--- config.mk ---
export PLATFORM = sky130hd
export DESIGN_NAME = hsr_read_link
export DESIGN_NICKNAME = d
export VERILOG_FILES = /design/src/rtl/hsr_pkg.sv /design/src/rtl/hsr_sync.sv /design/src/rtl/hsr_requester.sv /design/src/rtl/hsr_responder.sv /design/src/rtl/hsr_read_link.sv
export SDC_FILE = /design/constraint.sdc
export NUM_CORES = 1
export LEC_CHECK = 0
export ABC_AREA = 1
export BUFFER_PORTS_ARGS = -buffer_cell sky130_fd_sc_hd__buf_4
export CAP_MARGIN = 20
export CORE_ASPECT_RATIO = 0.9
export CORE_UTILIZATION = 48
export CTS_CLUSTER_DIAMETER = 50
export DETAILED_ROUTE_END_ITERATION = 10
export PLACE_DENSITY_LB_ADDON = 0.05
export SYNTH_ARGS = -nofsm -noshare
export SYNTH_HDL_FRONTEND = slang
export SYNTH_SLANG_ARGS = --single-unit
--- constraint.sdc ---
create_clock -name clk -period 2.9 [get_ports clk]
set_clock_uncertainty 0.05 [all_clocks]
set_input_delay 0.435 -clock clk [delete_from_list [all_inputs] [get_ports clk]]
set_output_delay 0.435 -clock clk [all_outputs]
set_load 0.01 [all_outputs]
--- src/rtl/hsr_pkg.sv ---
package hsr_pkg;

  typedef enum logic [2:0] {
    RQ_IDLE, RQ_ADDR, RQ_ACKLOW, RQ_WAITDATA, RQ_HOLD
  } rq_state_t;

  typedef enum logic [2:0] {
    MR_IDLE, MR_ACK, MR_FETCH, MR_DATA, MR_TAIL
  } mr_state_t;

  // Content of the responder array at a given address, full 32-bit result.
  function automatic logic [31:0] fill_word(input logic [31:0] a);
    return a * 32'd40503 + 32'd4660;
  endfunction

endpackage

--- src/rtl/hsr_sync.sv ---
module hsr_sync #(
  parameter int STAGES = 2
) (
  input  logic clk,
  input  logic rst_n,
  input  logic d,
  output logic q
);
  logic [STAGES-1:0] chain;

  generate
    if (STAGES == 1) begin : g_one
      always_ff @(posedge clk) begin
        if (!rst_n) chain <= '0;
        else        chain <= d;
      end
    end else begin : g_many
      always_ff @(posedge clk) begin
        if (!rst_n) chain <= '0;
        else        chain <= {chain[STAGES-2:0], d};
      end
    end
  endgenerate

  assign q = chain[STAGES-1];
endmodule

--- src/rtl/hsr_requester.sv ---
module hsr_requester
  import hsr_pkg::*;
#(
  parameter int AW     = 4,
  parameter int DW     = 16,
  parameter int BW     = 16,
  parameter int STAGES = 2
) (
  input  logic          clk,
  input  logic          rst_n,
  input  logic          start,
  input  logic [AW-1:0] addr,
  input  logic          peer_ack,
  input  logic          peer_datardy,
  input  logic [BW-1:0] bus_in,
  output logic          readreq,
  output logic          ack,
  output logic          drive,
  output logic [BW-1:0] bus_out,
  output logic          busy,
  output logic          done,
  output logic [DW-1:0] data
);
  rq_state_t     st;
  logic [AW-1:0] addr_q;
  logic          ack_s, drdy_s;

  hsr_sync #(.STAGES(STAGES)) u_sync_ack  (.clk(clk), .rst_n(rst_n), .d(peer_ack),     .q(ack_s));
  hsr_sync #(.STAGES(STAGES)) u_sync_drdy (.clk(clk), .rst_n(rst_n), .d(peer_datardy), .q(drdy_s));

  always_ff @(posedge clk) begin
    if (!rst_n) begin
      st      <= RQ_IDLE;
      addr_q  <= '0;
      readreq <= 1'b0;
      ack     <= 1'b0;
      done    <= 1'b0;
      data    <= '0;
    end else begin
      done <= 1'b0;
      case (st)
        RQ_IDLE: if (start) begin
          addr_q  <= addr;
          readreq <= 1'b1;
          st      <= RQ_ADDR;
        end
        RQ_ADDR: if (ack_s) begin
          readreq <= 1'b0;
          st      <= RQ_ACKLOW;
        end
        RQ_ACKLOW: if (!ack_s) st <= RQ_WAITDATA;
        RQ_WAITDATA: if (drdy_s) begin
          data <= bus_in[DW-1:0];
          ack  <= 1'b1;
          st   <= RQ_HOLD;
        end
        RQ_HOLD: if (!drdy_s) begin
          ack  <= 1'b0;
          done <= 1'b1;
          st   <= RQ_IDLE;
        end
        default: st <= RQ_IDLE;
      endcase
    end
  end

  assign drive   = (st == RQ_ADDR);
  assign bus_out = BW'(addr_q);
  assign busy    = (st != RQ_IDLE);
endmodule

--- src/rtl/hsr_responder.sv ---
module hsr_responder
  import hsr_pkg::*;
#(
  parameter int AW     = 4,
  parameter int DW     = 16,
  parameter int BW     = 16,
  parameter int STAGES = 2
) (
  input  logic          clk,
  input  logic          rst_n,
  input  logic          peer_readreq,
  input  logic          peer_ack,
  input  logic [BW-1:0] bus_in,
  output logic          ack,
  output logic          datardy,
  output logic          drive,
  output logic [BW-1:0] bus_out
);
  localparam int DEPTH = 1 << AW;

  mr_state_t     st;
  logic [AW-1:0] addr_q;
  logic [DW-1:0] word_q;
  logic [DW-1:0] mem [DEPTH];
  logic          rreq_s, ack_s;

  hsr_sync #(.STAGES(STAGES)) u_sync_req (.clk(clk), .rst_n(rst_n), .d(peer_readreq), .q(rreq_s));
  hsr_sync #(.STAGES(STAGES)) u_sync_ack (.clk(clk), .rst_n(rst_n), .d(peer_ack),     .q(ack_s));

  always_ff @(posedge clk) begin
    if (!rst_n) begin
      for (int i = 0; i < DEPTH; i++) mem[i] <= DW'(fill_word(32'(i)));
    end
  end

  always_ff @(posedge clk) begin
    if (!rst_n) begin
      st      <= MR_IDLE;
      addr_q  <= '0;
      word_q  <= '0;
      ack     <= 1'b0;
      datardy <= 1'b0;
    end else begin
      case (st)
        MR_IDLE: if (rreq_s) begin
          addr_q <= bus_in[AW-1:0];
          ack    <= 1'b1;
          st     <= MR_ACK;
        end
        MR_ACK: if (!rreq_s) begin
          ack <= 1'b0;
          st  <= MR_FETCH;
        end
        MR_FETCH: begin
          word_q  <= mem[addr_q];
          datardy <= 1'b1;
          st      <= MR_DATA;
        end
        MR_DATA: if (ack_s) begin
          datardy <= 1'b0;
          st      <= MR_TAIL;
        end
        MR_TAIL: if (!ack_s) st <= MR_IDLE;
        default: st <= MR_IDLE;
      endcase
    end
  end

  assign drive   = (st == MR_DATA);
  assign bus_out = BW'(word_q);
endmodule

--- src/rtl/hsr_read_link.sv ---
module hsr_read_link #(
  parameter int AW     = 4,
  parameter int DW     = 16,
  parameter int STAGES = 2,
  localparam int BW    = (AW > DW) ? AW : DW
) (
  input  logic          clk,
  input  logic          rst_n,
  input  logic          rd_start,
  input  logic [AW-1:0] rd_addr,
  output logic          rd_busy,
  output logic          rd_done,
  output logic [DW-1:0] rd_data,
  output logic [BW-1:0] bus_data,
  output logic          bus_readreq,
  output logic          bus_datardy,
  output logic          bus_ack
);
  logic          req_drv, mem_drv, req_ack, mem_ack;
  logic [BW-1:0] req_bus, mem_bus;

  hsr_requester #(.AW(AW), .DW(DW), .BW(BW), .STAGES(STAGES)) u_req (
    .clk(clk), .rst_n(rst_n), .start(rd_start), .addr(rd_addr),
    .peer_ack(mem_ack), .peer_datardy(bus_datardy), .bus_in(bus_data),
    .readreq(bus_readreq), .ack(req_ack), .drive(req_drv), .bus_out(req_bus),
    .busy(rd_busy), .done(rd_done), .data(rd_data)
  );

  hsr_responder #(.AW(AW), .DW(DW), .BW(BW), .STAGES(STAGES)) u_mem (
    .clk(clk), .rst_n(rst_n), .peer_readreq(bus_readreq), .peer_ack(req_ack),
    .bus_in(bus_data), .ack(mem_ack), .datardy(bus_datardy),
    .drive(mem_drv), .bus_out(mem_bus)
  );

  assign bus_data = req_drv ? req_bus : (mem_drv ? mem_bus : '0);
  assign bus_ack  = req_ack | mem_ack;
endmodule

==> flow_summary.json <==
{
  "critPathBufInv": 2,
  "power_density_nw_per_um2": 663,
  "p_comb_frac": 0.243,
  "hold_path_depth": 3,
  "start_util": 0.509,
  "syn_area_um2": 2720,
  "dr.pass1.iters": 4,
  "grt_pass1_vias": 1972,
  "cts_tree": "done",
  "synth-edff-count": 0,
  "yosysWarningCount": 0,
  "synthArstFlopShare": 0,
  "rsz0062_at_grt": "false",
  "place.gp.congestion": 0.878,
  "switchingPower_w": 0.000714,
  "ir_worst_vdd_mv": 0.475,
  "core_um2": 5350,
  "final_cells": 473,
  "cp_top_family": "simple AND/OR/NAND/NOR gates",
  "cts_setup_buffers": 0,
  "required_ns": 2.41,
  "cts.htree.levels": 3,
  "clockPowerShare": 0.293,
  "fin_nets": 417,
  "max_stage_delay_ns": 0.35,
  "clk_latency_ns": 0.33,
  "diodes": 0,
  "synth_fp_nets": 378,
  "drive_gt1_frac": 0.236,
  "cap_violations": 0,
  "first_iter_violations": 138,
  "worstPathCellList": "nor2_2 -> nand2_2 -> nand2_2 -> inv_4 -> nand2_1 -> nand2_2 -> buf_4",
  "hold_class": "in -> reg",
  "io_pins": 44,
  "slowest_stage": "dfxtp_1",
  "ys.flop_type": "dfxtp_1",
  "clockBufferDepth": 2,
  "setup.worst_path.class": "reg -> out",
  "syn-instance-count": 363,
  "total_power_w": 0.00213,
  "cts_resized": 0,
  "drt_wl_total_um": 6160,
  "cts_buffers": 9,
  "antenna_found_initial": 0,
  "grt_pass1_wl_um": 9720,
  "grtUsageTotal": 0.225,
  "worst_pin_slew_ns": 0.545,
  "finalSetupTns_ns": 0,
  "root_buffer": "clkbuf_8",
  "critical_path.most_common_cell": "nand2_2",
  "grt-ovfl-total": 0,
  "max_freq_ghz": 0.486,
  "drt-wirelength-per-cell_um": 13.0,
  "slew_headroom": 0.636,
  "status": "finished clean",
  "dp_hpwl_um": 4360,
  "synth_area_per_cell_um2": 7.50,
  "worst-path-stages": 7,
  "post-route-period-util": 0.710,
  "die_y_um": 73.5,
  "ys_ff_latch": 59,
  "fin_crit_ns": 2.06,
  "critPathLaunchType": "flip-flop",
  "die_w_um": 81.4,
  "rows": 25,
  "final_max_slew_viol_count": 0,
  "port_buffers": 43,
  "ys_seq_area_frac": 0.434,
  "dp_cells": 458,
  "dpl-instance-area_um2": 3050,
  "final_core_util": 0.600,
  "p_int_w": 0.00141,
  "clock_sinks": 59,
  "crit_path_end_kind": "primary output",
  "final_antenna_net_count": 0,
  "r2r_cells": 6,
  "critPathArrivalTime_ns": 1.57,
  "p_sw_frac": 0.336,
  "netlist-cell-type-count": 29,
  "final_cell_area_um2": 3210,
  "finalSetupViolCount": 0,
  "clkTransAtPathRegs_ns": 0.06,
  "hold_viol_final": 0,
  "cts_hold_buf": 0,
  "seqPwrFrac": 0.464,
  "leakage_nw": 1.61,
  "drc_errors": 0,
  "crit_path_max_fanout": 16,
  "syn_to_final_growth_pct": 17.7,
  "vias": 2310,
  "viasPerCell": 4.88,
  "dieArea_um2": 5980,
  "grt_max_degree": 45
}
[synthesized netlist by cell type (4+ instances only)]
cell type | number | share of area
o21ai_0 | 37 | 0.068
inv_2 | 4 | 0.0055
a31oi_1 | 7 | 0.016
buf_2 | 5 | 0.0092
a21oi_2 | 10 | 0.032
o211ai_1 | 4 | 0.011
dfxtp_1 | 59 | 0.43
a21oi_1 | 26 | 0.048
nand3_1 | 9 | 0.017
inv_1 | 55 | 0.076
o21bai_1 | 4 | 0.011
ha_1 | 8 | 0.037
o21ai_1 | 13 | 0.024
clkbuf_1 | 5 | 0.0069
nor2_1 | 24 | 0.033
nand2_1 | 56 | 0.077
nand2_2 | 17 | 0.039
[flip-flops by register name (all words and copies together), names as in the netlist, 2 cells and up]
signal / flops
u_req.u_sync_ack.chain: 2
u_req.u_sync_drdy.chain: 2
u_req.addr_q: 4
u_mem.u_sync_req.chain: 2
u_mem.addr_q: 4
u_mem.u_sync_ack.chain: 2
u_req.st: 3
u_req.data: 16
u_mem.bus_out: 16
u_mem.st: 3
[stage by stage]
| step | hold WS (ns) | setup WS (ns) |
|---|---|---|
| 6_report | 0.340 | 0.841 |
| 5_1_grt | 0.361 | 0.691 |
| 4_1_cts | 0.326 | 0.821 |
| 3_5_place_dp | 0.349 | 1.20 |
| 3_3_place_gp | 0.345 | 1.24 |
| 2_1_floorplan | 0.340 | 1.40 |
[per-layer routing]
| metal | wire length, um | vias up | GRT usage |
|---|---|---|---|
| met4 | 66 | 0 | 0.0714 |
| met5 | 0 | - | 0 |
| met1 | 3370 | 1000 | 0.324 |
| met3 | 343 | 8 | 0.0820 |
| li1 | - | 1241 | - |
| met2 | 2380 | 61 | 0.306 |
[path summary, 6_finish.rpt]
| check | slack, ns | to | startpoint |
|---|---|---|---|
| max | 0.84 | bus_data[1] | u_req.st[2]$_SDFFE_PN0P_ |
| min | 0.34 | u_req.addr_q[1]$_SDFFE_PN0P_ | rd_addr[1] |
| max reg2reg | 1.23 | u_mem.bus_out[11]$_SDFFE_PN0P_ | u_mem.addr_q[2]$_SDFFE_PN0P_ |
| min reg2reg | 0.36 | u_mem.u_sync_ack.chain[1]$_SDFF_PN0_ | u_mem.u_sync_ack.chain[0]$_SDFF_PN0_ |
[cells in the final DEF (no fill, tap or decap), types with 9 or more instances in the layout]
master / Yosys / layout
o21ai_0: 37 / 37
nand2_1: 56 / 56
nand3_1: 9 / 9
buf_4: 2 / 44
clkbuf_8: 0 / 10
nand2_2: 17 / 17
a21oi_1: 26 / 26
a21oi_2: 10 / 10
o21ai_1: 13 / 13
nor2_1: 24 / 24
dfxtp_1: 59 / 59
inv_1: 55 / 55
[cells by family (layout without fill, tap and decap cells)]
family | after synthesis | after routing | synth area share
simple gates | 119 | 119 | 0.203
compound gates | 101 | 101 | 0.210
buf+inv | 76 | 119 | 0.117
flops | 59 | 59 | 0.434
fa+ha+maj | 8 | 8 | 0.0367
[worst min-delay path: stages]
cell and delay [ns]:
buf_4 0.08, o21ai_0 0.07, a21oi_1 0.10
[layout make-up]
type | instances | area (um2)
Fill cell | 522 | 2140
Multi-Input combinational cell | 228 | 1220
Sequential cell | 59 | 1180
Timing Repair Buffer | 44 | 330
Inverter | 60 | 228
Clock buffer | 12 | 145
Tap cell | 67 | 83.8
Clock inverter | 3 | 15.0
[power by group through the flow]
stage / registers [W] / clock network (W) / logic (W)
3_3_place_gp: 0.00100 / 0 / 0.000512
4_1_cts: 0.000987 / 0.000645 / 0.000518
5_1_grt: 0.000999 / 0.000682 / 0.000590
3_5_place_dp: 0.00100 / 0 / 0.000514
2_1_floorplan: 0.000979 / 0 / 0.000400
6_report: 0.000987 / 0.000622 / 0.000517
Note: power is estimated with default switching activity, not from simulation.
